## src/rtl/clkpwr_pkg.sv

```systemverilog
package clkpwr_pkg;
   typedef enum logic [1:0] {
      KEY_NONE = 2'd0,
      KEY_PWR  = 2'd1,
      KEY_TIME = 2'd2
   } key_state_e;

   localparam int PWR_BIT_FIXED1  = 7;
   localparam int PWR_BIT_METER   = 6;
   localparam int PWR_BIT_COREOFF = 4;
   localparam int PWR_CD_W        = 3;
   localparam logic [PWR_CD_W-1:0] PWR_CD_RESET = 3'b010;
endpackage

```

## src/rtl/clkpwr_keylock.sv

```systemverilog
module clkpwr_keylock
   import clkpwr_pkg::*;
#(
   parameter int AW           = 8,
   parameter int DW           = 8,
   parameter int ADDR_KEY     = 'h10,
   parameter int ADDR_PWR     = 'h11,
   parameter int TIME_BASE    = 'h18,
   parameter int TIME_CNT     = 5,
   parameter int KEY_PWR_VAL  = 'hA7,
   parameter int KEY_TIME_VAL = 'hEA
) (
   input  logic          clk,
   input  logic          rst_n,
   input  logic          we,
   input  logic [AW-1:0] addr,
   input  logic [DW-1:0] wdata,
   output logic          pwr_wr_ok,
   output logic          time_wr_en
);
   key_state_e key_q;
   logic       hit_key, hit_pwr, hit_time;

   if (TIME_CNT < 1) begin : g_bad_cnt
      $error("clkpwr_keylock: TIME_CNT must be at least 1");
   end
   if (KEY_PWR_VAL == KEY_TIME_VAL) begin : g_bad_keys
      $error("clkpwr_keylock: the two key values must differ");
   end

   assign hit_key  = (int'(addr) == ADDR_KEY);
   assign hit_pwr  = (int'(addr) == ADDR_PWR);
   assign hit_time = (int'(addr) >= TIME_BASE) && (int'(addr) < TIME_BASE + TIME_CNT);

   always_ff @(posedge clk or negedge rst_n) begin
      if (!rst_n) begin
         key_q <= KEY_NONE;
      end else if (we) begin
         if (hit_key && int'(wdata) == KEY_PWR_VAL)       key_q <= KEY_PWR;
         else if (hit_key && int'(wdata) == KEY_TIME_VAL) key_q <= KEY_TIME;
         else                                             key_q <= KEY_NONE;
      end
   end

   assign pwr_wr_ok  = we && hit_pwr  && (key_q == KEY_PWR);
   assign time_wr_en = we && hit_time && (key_q == KEY_TIME);

   a_r2_time_only_on_write: assert property (@(posedge clk) disable iff (!rst_n)
      time_wr_en |-> we);
   a_r3_time_one_shot: assert property (@(posedge clk) disable iff (!rst_n)
      time_wr_en |=> !time_wr_en);
   a_r3_pwr_one_shot: assert property (@(posedge clk) disable iff (!rst_n)
      pwr_wr_ok |=> !pwr_wr_ok);
endmodule

```

## src/rtl/clkpwr_pow2_div.sv

```systemverilog
module clkpwr_pow2_div #(
   parameter int CD_W = 3,
   parameter logic [CD_W-1:0] CD_RESET = '0
) (
   input  logic            clk,
   input  logic            rst_n,
   input  logic [CD_W-1:0] cd_req,
   output logic            en
);
   localparam int CNT_W = (1 << CD_W) - 1;
   localparam int LIM_W = CNT_W + 1;

   logic [CNT_W-1:0] cnt_q;
   logic [CD_W-1:0]  cd_act_q;
   logic [LIM_W-1:0] lim_w;

   if (CD_W < 1 || CD_W > 4) begin : g_bad_cdw
      $error("clkpwr_pow2_div: CD_W must be 1..4");
   end

   assign lim_w = (LIM_W'(1) << cd_act_q) - LIM_W'(1);
   assign en    = (cnt_q == lim_w[CNT_W-1:0]);

   always_ff @(posedge clk or negedge rst_n) begin
      if (!rst_n) begin
         cnt_q    <= '0;
         cd_act_q <= CD_RESET;
      end else if (en) begin
         cnt_q    <= '0;
         cd_act_q <= cd_req;
      end else begin
         cnt_q    <= cnt_q + CNT_W'(1);
      end
   end

   a_r6_cd_holds_between_pulses: assert property (@(posedge clk) disable iff (!rst_n)
      !en |=> $stable(cd_act_q));
   a_r5_restart_after_pulse: assert property (@(posedge clk) disable iff (!rst_n)
      en |=> (cnt_q == '0));
endmodule

```

## src/rtl/clkpwr_fixed_div.sv

```systemverilog
module clkpwr_fixed_div #(
   parameter int DIV = 5
) (
   input  logic clk,
   input  logic rst_n,
   output logic en
);
   if (DIV < 1) begin : g_bad_div
      $error("clkpwr_fixed_div: DIV must be at least 1");
   end

   if (DIV == 1) begin : g_pass
      assign en = 1'b1;
   end else begin : g_count
      localparam int CW = $clog2(DIV);
      logic [CW-1:0] cnt_q;

      assign en = (int'(cnt_q) == DIV - 1);

      always_ff @(posedge clk or negedge rst_n) begin
         if (!rst_n)  cnt_q <= '0;
         else if (en) cnt_q <= '0;
         else         cnt_q <= cnt_q + CW'(1);
      end

      a_r7_meas_gap: assert property (@(posedge clk) disable iff (!rst_n)
         en |=> !en);
   end
endmodule

```

## src/rtl/clkpwr_fault.sv

```systemverilog
module clkpwr_fault #(
   parameter int HOLD = 16
) (
   input  logic clk,
   input  logic rst_n,
   input  logic pll_locked,
   input  logic ack,
   output logic fault,
   output logic core_rst
);
   localparam int CW = $clog2(HOLD + 1);

   logic          lock_prev_q;
   logic          drop;
   logic [CW-1:0] hold_q;

   if (HOLD < 1) begin : g_bad_hold
      $error("clkpwr_fault: HOLD must be at least 1");
   end

   assign drop     = lock_prev_q && !pll_locked;
   assign core_rst = (hold_q != '0);

   always_ff @(posedge clk or negedge rst_n) begin
      if (!rst_n) begin
         lock_prev_q <= 1'b1;
         fault       <= 1'b0;
         hold_q      <= '0;
      end else begin
         lock_prev_q <= pll_locked;
         if (drop)          fault <= 1'b1;
         else if (ack)      fault <= 1'b0;
         if (drop)          hold_q <= CW'(HOLD);
         else if (core_rst) hold_q <= hold_q - CW'(1);
      end
   end

   a_r8_fault_on_drop: assert property (@(posedge clk) disable iff (!rst_n)
      ($past(pll_locked) && !pll_locked) |=> (fault && core_rst));
   a_r9_fault_sticky: assert property (@(posedge clk) disable iff (!rst_n)
      (fault && !ack) |=> fault);
endmodule

```

## src/rtl/clkpwr_keyed_ctrl.sv

```systemverilog
module clkpwr_keyed_ctrl
   import clkpwr_pkg::*;
#(
   parameter int AW           = 8,
   parameter int DW           = 8,
   parameter int ADDR_KEY     = 'h10,
   parameter int ADDR_PWR     = 'h11,
   parameter int ADDR_STAT    = 'h12,
   parameter int ADDR_ACK     = 'h13,
   parameter int TIME_BASE    = 'h18,
   parameter int TIME_CNT     = 5,
   parameter int KEY_PWR_VAL  = 'hA7,
   parameter int KEY_TIME_VAL = 'hEA,
   parameter int MEAS_DIV     = 5,
   parameter int RST_HOLD     = 16
) (
   input  logic          clk,
   input  logic          rst_n,
   input  logic [AW-1:0] sfr_addr,
   input  logic [DW-1:0] sfr_wdata,
   input  logic          sfr_we,
   output logic [DW-1:0] sfr_rdata,
   input  logic          pll_locked,
   output logic          core_clk_en,
   output logic          meas_clk_en,
   output logic          core_rst,
   output logic          pll_fault,
   output logic          meter_off,
   output logic          core_off,
   output logic          time_wr_en
);
   logic                pwr_wr_ok;
   logic                ack_wr;
   logic                meter_q, coreoff_q;
   logic [PWR_CD_W-1:0] cd_q;
   logic [DW-1:0]       pwr_view;

   if (DW < 8) begin : g_bad_dw
      $error("clkpwr_keyed_ctrl: DW must be at least 8");
   end

   clkpwr_keylock #(
      .AW(AW), .DW(DW), .ADDR_KEY(ADDR_KEY), .ADDR_PWR(ADDR_PWR),
      .TIME_BASE(TIME_BASE), .TIME_CNT(TIME_CNT),
      .KEY_PWR_VAL(KEY_PWR_VAL), .KEY_TIME_VAL(KEY_TIME_VAL)
   ) u_keylock (
      .clk(clk), .rst_n(rst_n), .we(sfr_we), .addr(sfr_addr), .wdata(sfr_wdata),
      .pwr_wr_ok(pwr_wr_ok), .time_wr_en(time_wr_en)
   );

   always_ff @(posedge clk or negedge rst_n) begin
      if (!rst_n) begin
         meter_q   <= 1'b0;
         coreoff_q <= 1'b0;
         cd_q      <= PWR_CD_RESET;
      end else if (pwr_wr_ok) begin
         meter_q   <= sfr_wdata[PWR_BIT_METER];
         coreoff_q <= sfr_wdata[PWR_BIT_COREOFF];
         cd_q      <= sfr_wdata[PWR_CD_W-1:0];
      end
   end

   always_comb begin
      pwr_view                  = '0;
      pwr_view[PWR_BIT_FIXED1]  = 1'b1;
      pwr_view[PWR_BIT_METER]   = meter_q;
      pwr_view[PWR_BIT_COREOFF] = coreoff_q;
      pwr_view[PWR_CD_W-1:0]    = cd_q;
   end

   always_comb begin
      sfr_rdata = '0;
      if (int'(sfr_addr) == ADDR_PWR)       sfr_rdata = pwr_view;
      else if (int'(sfr_addr) == ADDR_STAT) sfr_rdata[0] = pll_fault;
   end

   assign meter_off = meter_q;
   assign core_off  = coreoff_q;
   assign ack_wr    = sfr_we && (int'(sfr_addr) == ADDR_ACK) && sfr_wdata[0];

   clkpwr_pow2_div #(.CD_W(PWR_CD_W), .CD_RESET(PWR_CD_RESET)) u_core_div (
      .clk(clk), .rst_n(rst_n), .cd_req(cd_q), .en(core_clk_en)
   );

   clkpwr_fixed_div #(.DIV(MEAS_DIV)) u_meas_div (
      .clk(clk), .rst_n(rst_n), .en(meas_clk_en)
   );

   clkpwr_fault #(.HOLD(RST_HOLD)) u_fault (
      .clk(clk), .rst_n(rst_n), .pll_locked(pll_locked), .ack(ack_wr),
      .fault(pll_fault), .core_rst(core_rst)
   );

   a_r1_pwr_change_needs_write: assert property (@(posedge clk) disable iff (!rst_n)
      (cd_q != $past(cd_q) || meter_q != $past(meter_q))
         |-> $past(sfr_we && int'(sfr_addr) == ADDR_PWR));
   a_r10_meter_follows_reg: assert property (@(posedge clk) disable iff (!rst_n)
      !$past(pwr_wr_ok) |-> $stable(meter_off));
endmodule

```

## config.mk

```make
export PLATFORM = sky130hd
export DESIGN_NAME = clkpwr_keyed_ctrl
export DESIGN_NICKNAME = d
export VERILOG_FILES = /design/src/rtl/clkpwr_pkg.sv /design/src/rtl/clkpwr_keylock.sv /design/src/rtl/clkpwr_pow2_div.sv /design/src/rtl/clkpwr_fixed_div.sv /design/src/rtl/clkpwr_fault.sv /design/src/rtl/clkpwr_keyed_ctrl.sv
export SDC_FILE = /design/constraint.sdc
export NUM_CORES = 1
export LEC_CHECK = 0
export BUFFER_PORTS_ARGS = -buffer_cell sky130_fd_sc_hd__buf_2
export CORE_MARGIN = 2
export CORE_UTILIZATION = 47
export DETAILED_ROUTE_END_ITERATION = 8
export GPL_TIMING_DRIVEN = 1
export MAX_ROUTING_LAYER = met4
export PLACE_DENSITY = 0.73
export SYNTH_ARGS = -nofsm -noshare
export SYNTH_HDL_FRONTEND = slang
export SYNTH_SLANG_ARGS = --single-unit
```

## constraint.sdc

```tcl
create_clock -name clk -period 2 [get_ports clk]
set_input_delay 0.2 -clock clk [delete_from_list [all_inputs] [get_ports clk]]
set_output_delay 0.2 -clock clk [all_outputs]
set_load 0.02 [all_outputs]
```

# --- Yosys cells after proc, flatten, opt, wreduce, memory -nomap -nowiden ---
# Cells that the tools add are included.
# W data, S select, Z words.
word_totals:
  ff_bits: 27
  inputBits: 20
  out_inout_bits: 15
  wordCells: 52
op_classes:
  addsub: 4
  n_lt_le_gt_ge: 2
  n_eq_ne: 10
  shift: 1
  muxes: 11
  reduce_logical: 14
op_table:
  columns: ["op", "count"]
  rows:
  - ["$eq A8 B6 Y1 const B", 5]
  - ["$mux W7", 2]
  - ["$logic_and A1 B1 Y1", 10]
  - ["$mux W5", 2]
  - ["$eq A8 B8 Y1 const B", 1]
  - ["$ge A8 B5 Y1 const B", 1]
  - ["$lt A8 B5 Y1 const B", 1]
  - ["$add A7 B1 Y7 const B", 1]
  - ["$eq A7 B7 Y1", 1]
  - ["$shl A1 B3 Y7 const A", 1]
  - ["$sub A7 B2 Y7 const B", 1]
  - ["$reduce_bool A5 Y1", 1]
  - ["$sub A5 B1 Y5 const B", 1]
  - ["$mux W1", 4]
  - ["$mux W2", 2]
  - ["$reduce_bool A2 Y1", 2]
  - ["$add A3 B1 Y3 const B", 1]
  - ["$eq A3 B3 Y1 const B", 1]
  - ["$mux W3", 1]
  - ["$eq A2 B1 Y1 const B", 1]
  - ["$eq A2 B2 Y1 const B", 1]
  - ["$logic_not A1 Y1", 1]

# --- Depth between registers and ports, before layout ---
# Gate-level depths: netlist of the first run.
depth:
  word_depth: 5
  ltp_mapped: 7
  mapped_depth_nobuf: 7

# --- Hierarchy ---
# From an unflattened synthesis of the first run, not the netlist that was laid out.
unflattened:
  cells_unflattened: 150
  hier_area_um2: 1556.5
modules_own_cells:
  columns: ["mod", "n_inst", "cells_each", "area_each_um2", "seq_area_each_um2"]
  rows:
  - ["clkpwr_pow2_div", 1, 54, 571.8, 251.5]
  - ["clkpwr_keyed_ctrl", 1, 35, 349.1, 126.4]
  - ["clkpwr_fault", 1, 30, 332.8, 176.4]
  - ["clkpwr_keylock", 1, 20, 166.4, 50.0]
  - ["clkpwr_fixed_div", 1, 11, 136.4, 75.1]

# --- Least setup slack after synthesis of the first run ---
# Ideal clock, no wire load.
synth_path:
  path_type: "flip-flop to flip-flop"
  start: "register u_core_div.cd_act_q[1]"
  end: "register u_core_div.cd_act_q[0]"
  setup_ns: 0.125
  arrival_ns: 1.924
  t_required_ns: 1.875
  slack_ns: -0.048
  stages_incl_launch_ff: 8
  path_buffers: 2
  synth_period_minus_slack_ns: 2.048
  cell_sequence: "dfstp_2 -> buf_6 -> or4_1 -> nor2_1 -> a21oi_1 -> nor4b_4 -> buf_4 -> mux2_2"
synth_between:
  elab_chain_cells: 3
synth_rtl:
  columns: ["item", "line", "text"]
  rows:
  - ["start, declared", "clkpwr_pow2_div.sv:14", "logic [CD_W-1:0] cd_act_q;"]
  - ["start signal, assigned", "clkpwr_pow2_div.sv:30", "cd_act_q <= cd_req;"]
  - ["$shl A1 B3 Y7", "clkpwr_pow2_div.sv:21", "assign lim_w = (LIM_W'(1) << cd_act_q) - LIM_W'(1);"]
  - ["$sub A7 B2 Y7", "clkpwr_pow2_div.sv:21", null]
  - ["$eq A7 B7 Y1", "clkpwr_pow2_div.sv:22", "assign en = (cnt_q == lim_w[CNT_W-1:0]);"]
  - ["net core_clk_en", "clkpwr_keyed_ctrl.sv:24", "output logic core_clk_en,"]
# The timed path passes the listed nets, and every way through them passes these cells.
# A chain may end at the register's enable or synchronous reset.

# --- Worst setup path after layout of the first run ---
layout_path:
  start: "register u_core_div.cd_act_q[1]"
  end: "output core_clk_en"
layout_between:
  elab_chain_cells: 3
layout_rtl:
  columns: ["item", "line"]
  rows:
  - ["$shl A1 B3 Y7", "clkpwr_pow2_div.sv:21"]
  - ["$sub A7 B2 Y7", "clkpwr_pow2_div.sv:21"]
  - ["$eq A7 B7 Y1", "clkpwr_pow2_div.sv:22"]
  - ["end, declared", "clkpwr_keyed_ctrl.sv:24"]
# No other way between the ends.

==> summary.txt, run 1 <==
Outcome
  – Outcome: complete, but fails checks
  – Violations in the final reports: negative setup slack

Worst setup path
  – Reg2Reg Capture Point: u_core_div.cd_act_q[2]
  – Kind of critical path: flip-flop to output pin
  – Startpoint class of the critical path: flip-flop
  – Reg2reg setup slack: 0.04 ns
  – Reg2reg start: u_core_div.cd_act_q[1]
  – Crit path DAT: 1.87 ns
  – Critical Path RT: 1.80 ns
  – Crit path max fanout: 10
  – CP Capture Type: output pin
  – R2R depth: 6

Pwr
  – Clock Power Share: 17.5%
  – P_sw: 0.407 mW
  – Total power: 1.29 mW
  – VDD IR-drop max: 476 uV
  – Sw Ratio: 31.5%
  – Leakage: 0.877 nW
  – Flop pwr share: 51.0%
  – Power per cell area: 725 nW/um^2
  – Comb power frac: 31.5%
  – P_int: 0.887 mW

Route
  – Iteration-0 DRC Markers: 52
  – DR vias/cell: 5.15
  – Vias: 1127
  – Post-DRT Antenna Nets: 0
  – Iteration count of the initial detailed-routing pass: 4
  – DRC Markers: 0
  – Drt total wl: 2730 um
  – WL/cell: 12.5 um

Finish
  – Post-route cell area: 1790 um^2
  – Non-filler cells, final: 219
  – Layout Nets: 200
  – Synthesis-to-finish area growth: 20.4%
  – N_diodes: 0
  – Post-layout util: 59.0%
  – Layout cells sized above 1: 38.9%

Timing
  – Setup ws final: -0.0694 ns
  – RSZ-0062 raised after global routing: yes
  – Slew margin rel.: 62.0%
  – Final cycle utilization of the critical path: 103%
  – Max frequency: 483 MHz
  – Worst Max-Slew Pin Slew: 0.570 ns
  – Max-slew violation total from the final report: 0
  – Clk_skew: 0.00566 ns
  – Setup violators final: 1
  – Min Tclk post-route: 2.07 ns
  – Hold Fails Final Rpt: 0

Logic synthesis
  – Synth Register Bits: 27
  – Cell area after synthesis: 1480 um^2
  – Post-Synth Simple-Gate Area: 24.6%
  – Total of warnings raised by yosys: 0
  – Top cell type by total area after synthesis: dfrtp_1
  – Main combinational cell family by area after synthesis: simple AND/OR/NAND/NOR gates
  – Count leader, synth: dfrtp_1
  – Synth Area in XOR/XNOR: 3.54%
  – Synth Area in Adders: 4.05%
  – Number of cells produced by synthesis: 136
  – Synthesized area per cell: 10.9 um^2
  – Compound-gate portion of the synthesized area: 6.92%
  – Netlist cell types: 45
  – Post-synth EDFFs: 0
  – Mux share of post-synthesis cell area: 8.69%
  – Top cell types by occurrence after synthesis: dfrtp_1 (24), nor2_1 (15), inv_1 (9)
  – Synth top area cells: dfrtp_1 (41%), dfstp_2 (5.3%), mux2_4 (5.1%)
  – Synth async-reset ratio: 100%
  – Sequential element share of the synthesized area: 45.8%
  – Share of the synthesized area in the top cell type: 40.5%
  – Synth Flop Type: dfrtp_1

CTS
  – Max clock buf depth: 2
  – Reg clk slew, reported paths: 0.14 ns
  – Clock tree sinks: 27
  – Root Buffer Master: clkbuf_4
  – CTS buffer count: 3
  – CTS tree: done
  – Clk Latency, worst-skew pair: 0.31 ns
  – H-tree Lvls: 1

Min path
  – Worst hold start: sfr_wdata[4]
  – Hold path cells: 2
  – Hold Crit Class: input port to flip-flop
  – Hold EP: core_off

Floorplanning
  – Die X: 60.2 um
  – Standard-cell rows: 20
  – Initial Util: 49.0%
  – Die ar.: 3620 um^2
  – Core area: 3030 um^2
  – I/O Pins: 35
  – Die Height: 60.2 um

Run
  – Number of max-cap violations: 0

Placement
  – # port buffers: 32
  – Placement Cell Area: 1680 um^2
  – Placed instance count: 211
  – Routability cong.: 0.789
  – Dpl ws: 0.0506 ns
  – DP HPWL: 2100 um

Global route
  – Global route overflow: 0
  – Total GRT Usage: 16.7%
  – Initial antenna violation count: 0
  – Vias in the first global route: 1013
  – Pin count of the biggest net entering global routing: 28
  – First-pass GRT wire length: 4400 um
[power by group through the flow]
stage / sequential (mW) / combinational (mW) / clock [mW]
global placement: 0.659 / 0.328 / 0
finish: 0.660 / 0.407 / 0.227
floorplan: 0.650 / 0.261 / 0
detailed placement: 0.660 / 0.349 / 0
CTS: 0.658 / 0.386 / 0.236
global route: 0.671 / 0.451 / 0.251
[registers in the layout, summed over array words and instances (netlist names)]
register,count
u_meas_div.g_count.cnt_q,3
u_core_div.cd_act_q,3
u_core_div.cnt_q,7
cd_q,3
u_keylock.key_q,2
u_fault.lock_prev_q,1
u_fault.hold_q,5
u_fault.fault,1
core_off,1
meter_off,1
[worst max-delay path by stage]
stage | from | endpoint | depth (start not counted)
floorplan | u_core_div.cd_act_q[1] | u_core_div.cd_act_q[0] | 7
global placement | sfr_addr[5] | meter_off | 6
detailed placement | u_core_div.cd_act_q[0] | u_core_div.cd_act_q[2] | 6
CTS | u_core_div.cd_act_q[2] | core_clk_en | 5
global route | u_core_div.cd_act_q[2] | core_clk_en | 5
finish | u_core_div.cd_act_q[1] | core_clk_en | 5
[per-stage QoR]
step / setup TNS, ns / hold slack (ns)
floorplan: 0 / -0.0956
global placement: 0 / 0.237
detailed placement: 0 / 0.240
CTS: -0.139 / 0.116
global route: -0.305 / 0.121
finish: -0.0694 / 0.121
[cell usage in the layout (no fill, tap or decap), types with 2 or more instances in the layout]
cell type	count
dfrtp_1	24
dlygate4sd3_1	2
xor2_1	3
mux2i_1	2
dfstp_2	3
a21oi_1	2
xnor2_1	3
and2_2	5
conb_1	2
ha_1	3
nor2b_1	2
nor3_1	5
nand4_1	4
mux2_4	8
nor4bb_1	2
buf_4	8
buf_2	30
o21ai_0	4
nor2_1	14
nand3_1	5
clkbuf_4	3
inv_1	8
and3_1	3
a21o_1	3
[cells by family after synthesis]
logic type | Yosys count
AO/OA/AOI/OAI | 16
adder cells (fa/ha/maj) | 5
AND/OR/NAND/NOR | 55
XOR/XNOR | 6
multiplexers | 10
other | 1
flip-flops | 27
buffers and inverters | 16
[area by class of cell]
cell class | instances | area [um^2]
clock buffers | 4 | 26.3
fillers | 256 | 1240
inverters | 9 | 33.8
multi-input cells | 94 | 749
flip-flops and latches | 27 | 679
well taps | 44 | 55.1
repair buffers | 41 | 241
[critical path, cell delays in order, from the launching register on]
cell,delay (ns)
dfstp_2,0.65
nor2_1,0.08
a22oi_1,0.15
a31oi_1,0.16
nor4b_4,0.32
buf_4,0.19
[layer usage]
layer,share of wire [%],GRT usage [%]
met2,50,27.6
met1,46,21.7
met4,0.84,4.76
met5,0,-
met3,3.4,1.95
[timing repair]
| item | in CTS | in global routing |
|---|---|---|
| buffers inserted | 1 | 2 |
| setup endpoints to repair | 2 | 12 |
| endpoints found under the hold margin | 25 | 0 |
| hold buffers | 2 | 0 |
| pin swaps | 1 | 3 |
| resized for setup | 4 | 9 |
(Power assumes the default switching activity.)
==> inputs of run 2 (changes only) <==
- CORE_UTILIZATION: 47 -> 57
- PLACE_DENSITY: 0.73 -> 0.83
- clock period: 2 -> 2.4 ns (I/O delays scaled with it)
==> summary.txt, run 2 (synthesis results as in run 1) <==
CTS
  – Root Buffer Master: clkbuf_4
  – Clock tree sinks: 27 (unchanged)
  – Max clock buf depth: 2 (unchanged)
  – CTS tree: done
  – CTS buffer count: 3 (unchanged)
  – Post_cts resized: 0 (-4)
  – H-tree Lvls: 1 (unchanged)
  – Clk Latency, worst-skew pair: 0.31 ns (about the same)
  – Reg clk slew, reported paths: 0.13 ns (about the same)

Floorplanning
  – Standard-cell rows: 18 (-10%)
  – Initial Util: 59.8% (+11 points)
  – Core area: 2480 um^2 (-18%)
  – I/O Pins: 35 (unchanged)
  – Die Height: 55 um (-8.6%)
  – Die ar.: 3030 um^2 (-16%)
  – Die X: 55 um (-8.6%)

Global route
  – Pin count of the biggest net entering global routing: 28 (unchanged)
  – Met1 Usage GRT: 24.9% (+3.2 points)
  – Vias in the first global route: 1068 (+5.4%)
  – Met2 usage in global routing: 38.7% (+11 points)
  – M3 GR Usage: 2.42% (+0.47 points)
  – Initial antenna violation count: 0 (unchanged)
  – Total GRT Usage: 22.0% (+5.3 points)
  – Global route overflow: 0 (unchanged)
  – GRT Max-Usage Layer: met2
  – First-pass GRT wire length: 4490 um (+2.0%)

Min path
  – Hold path cells: 2 (unchanged)
  – Hold Crit Class: input port to flip-flop

Placement
  – Placement Cell Area: 1640 um^2 (-2.4%)
  – DP HPWL: 2180 um (+4.2%)
  – # port buffers: 32 (unchanged)
  – Routability cong.: 0.796 (+0.94%)

Worst setup path
  – CP max stage delay: 0.51 ns (-0.14 ns)
  – Crit path max fanout: 7 (-3)
  – Startpoint class of the critical path: flip-flop
  – Cell breakdown of the critical path: or4_1 -> nor2_1 -> a21oi_1 -> nor4b_4 -> buf_2
  – CP Capture Type: output pin
  – CP max-delay cell: or4_1
  – CP bufs+invs: 1 (unchanged)
  – CP Depth: 5 (unchanged)
  – Critical Path RT: 2.16 ns (+0.36 ns)
  – R2R depth: 6 (unchanged)
  – Delay-heaviest family, CP: simple AND/OR/NAND/NOR gates
  – Crit path DAT: 1.99 ns (+0.12 ns)
  – Kind of critical path: flip-flop to output pin

Timing
  – RSZ-0062 raised after global routing: no
  – Hold WS: 0.155 ns (+0.0333 ns)
  – Final cycle utilization of the critical path: 93.0%
  – Setup violators final: 0 (-1)
  – TNS Setup: 0 ns (+0.0694 ns)
  – Slew margin rel.: 61.2% (-0.78 points)
  – Hold Fails Final Rpt: 0 (unchanged)
  – Max-slew violation total from the final report: 0 (unchanged)
  – Clk_skew: 0.00148 ns (-0.00417 ns)
  – Max frequency: 448 MHz
  – Min Tclk post-route: 2.23 ns
  – Worst Max-Slew Pin Slew: 0.582 ns (+0.0116 ns)

Finish
  – Top flop regs: u_core_div.cnt_q (7), u_fault.hold_q (5)
  – Most common cell after layout, fill and taps aside: buf_2
  – Synthesis-to-finish area growth: 14.4%
  – Filler cells: 203 (-21%)
  – Layout Nets: 196 (-2.0%)
  – Layout cells sized above 1: 34.5% (-4.4 points)
  – Most frequent cells in the layout: buf_2 (32), dfrtp_1 (24), nor2_1 (15), inv_1 (9)
  – Largest Register: u_core_div.cnt_q
  – Max FFs per register: 7 (unchanged)
  – N_diodes: 0 (unchanged)
  – Post-route cell area: 1700 um^2 (-5.0%)

Pwr
  – Power per cell area: 607 nW/um^2 (-16%)
  – VDD IR-drop max: 594 uV (+25%)
  – Leakage: 0.837 nW (-4.5%)

Route
  – WL/cell: 14.0 um (+13%)
  – DRC Markers: 0 (unchanged)
  – Iteration-0 DRC Markers: 23 (-56%)
  – Iteration count of the initial detailed-routing pass: 4 (unchanged)
  – Post-DRT Antenna Nets: 0 (unchanged)
  – DR vias/cell: 5.67 (+10%)
  – Drt total wl: 2820 um (+3.3%)
  – Vias: 1140 (+1.2%)

Run
  – Number of max-cap violations: 0 (unchanged)

Outcome
  – Outcome: complete, no violations
-- run 2: cell types whose count changed in the layout (fill, tap and decap cells not counted), moves of 2 or more --
cell and change:
mux2_2 +3, mux2_4 -3, buf_2 +2, buf_4 -5
-- run 2: path summary, 6_finish.rpt --
path / startpoint / end / slack [ns]
worst max-delay path: u_core_div.cd_act_q[0] / core_clk_en / 0.17
worst min-delay path: sfr_wdata[4] / core_off / 0.15
worst max register to register: u_core_div.cd_act_q[0] / u_core_div.cd_act_q[0] / 0.31
worst min register to register: u_meas_div.g_count.cnt_q[0] / u_meas_div.g_count.cnt_q[0] / 0.48
max in group asynchronous: rst_n / u_core_div.cd_act_q[1] / 1.57
min in group asynchronous: rst_n / u_core_div.cnt_q[2] / 0.44
-- run 2: repair_timing --
item,4_1_cts,5_1_grt
buffers inserted,1,0
endpoints found under the hold margin,25,0
hold buffers,2,0
setup endpoints to repair,1,0
-- run 2: cell type report --
class / count / area, um^2 / share of cell area, %
clock buffers: 4 / 26.3 / 1.55
well taps: 30 / 37.5 / 2.21
multi-input cells: 94 / 717 / 42.3
inverters: 9 / 33.8 / 1.99
flip-flops and latches: 27 / 679 / 40.0
repair buffers: 37 / 203 / 11.9
-- run 2: stage by stage --
step	cells	utilization [%]	total power, mW	setup slack (ns)
6_report	201	68.5	1.03	0.168
5_1_grt	201	68.5	1.10	0.0436
4_1_cts	201	68.5	1.04	0.150
3_5_place_dp	194	66.3	0.839	0.271
3_3_place_gp	194	66.3	0.823	0.321
2_1_floorplan	137	-	0.756	0.352
-- run 2: report_power, final --
part	internal, mW	leakage, nW	switching [mW]
clock network	0.0650	0.0150	0.124
registers	0.505	0.347	0.0365
logic	0.143	0.475	0.155
-- run 2: layer usage --
| metal | part of all wire, % | routed length (um) | vias up |
|---|---|---|---|
| li1 | - | - | 544 |
| met1 | 42 | 1190 | 551 |
| met2 | 52 | 1470 | 41 |
| met3 | 4.0 | 114 | 4 |
| met4 | 1.7 | 48 | 0 |
| met5 | 0 | 0 | - |
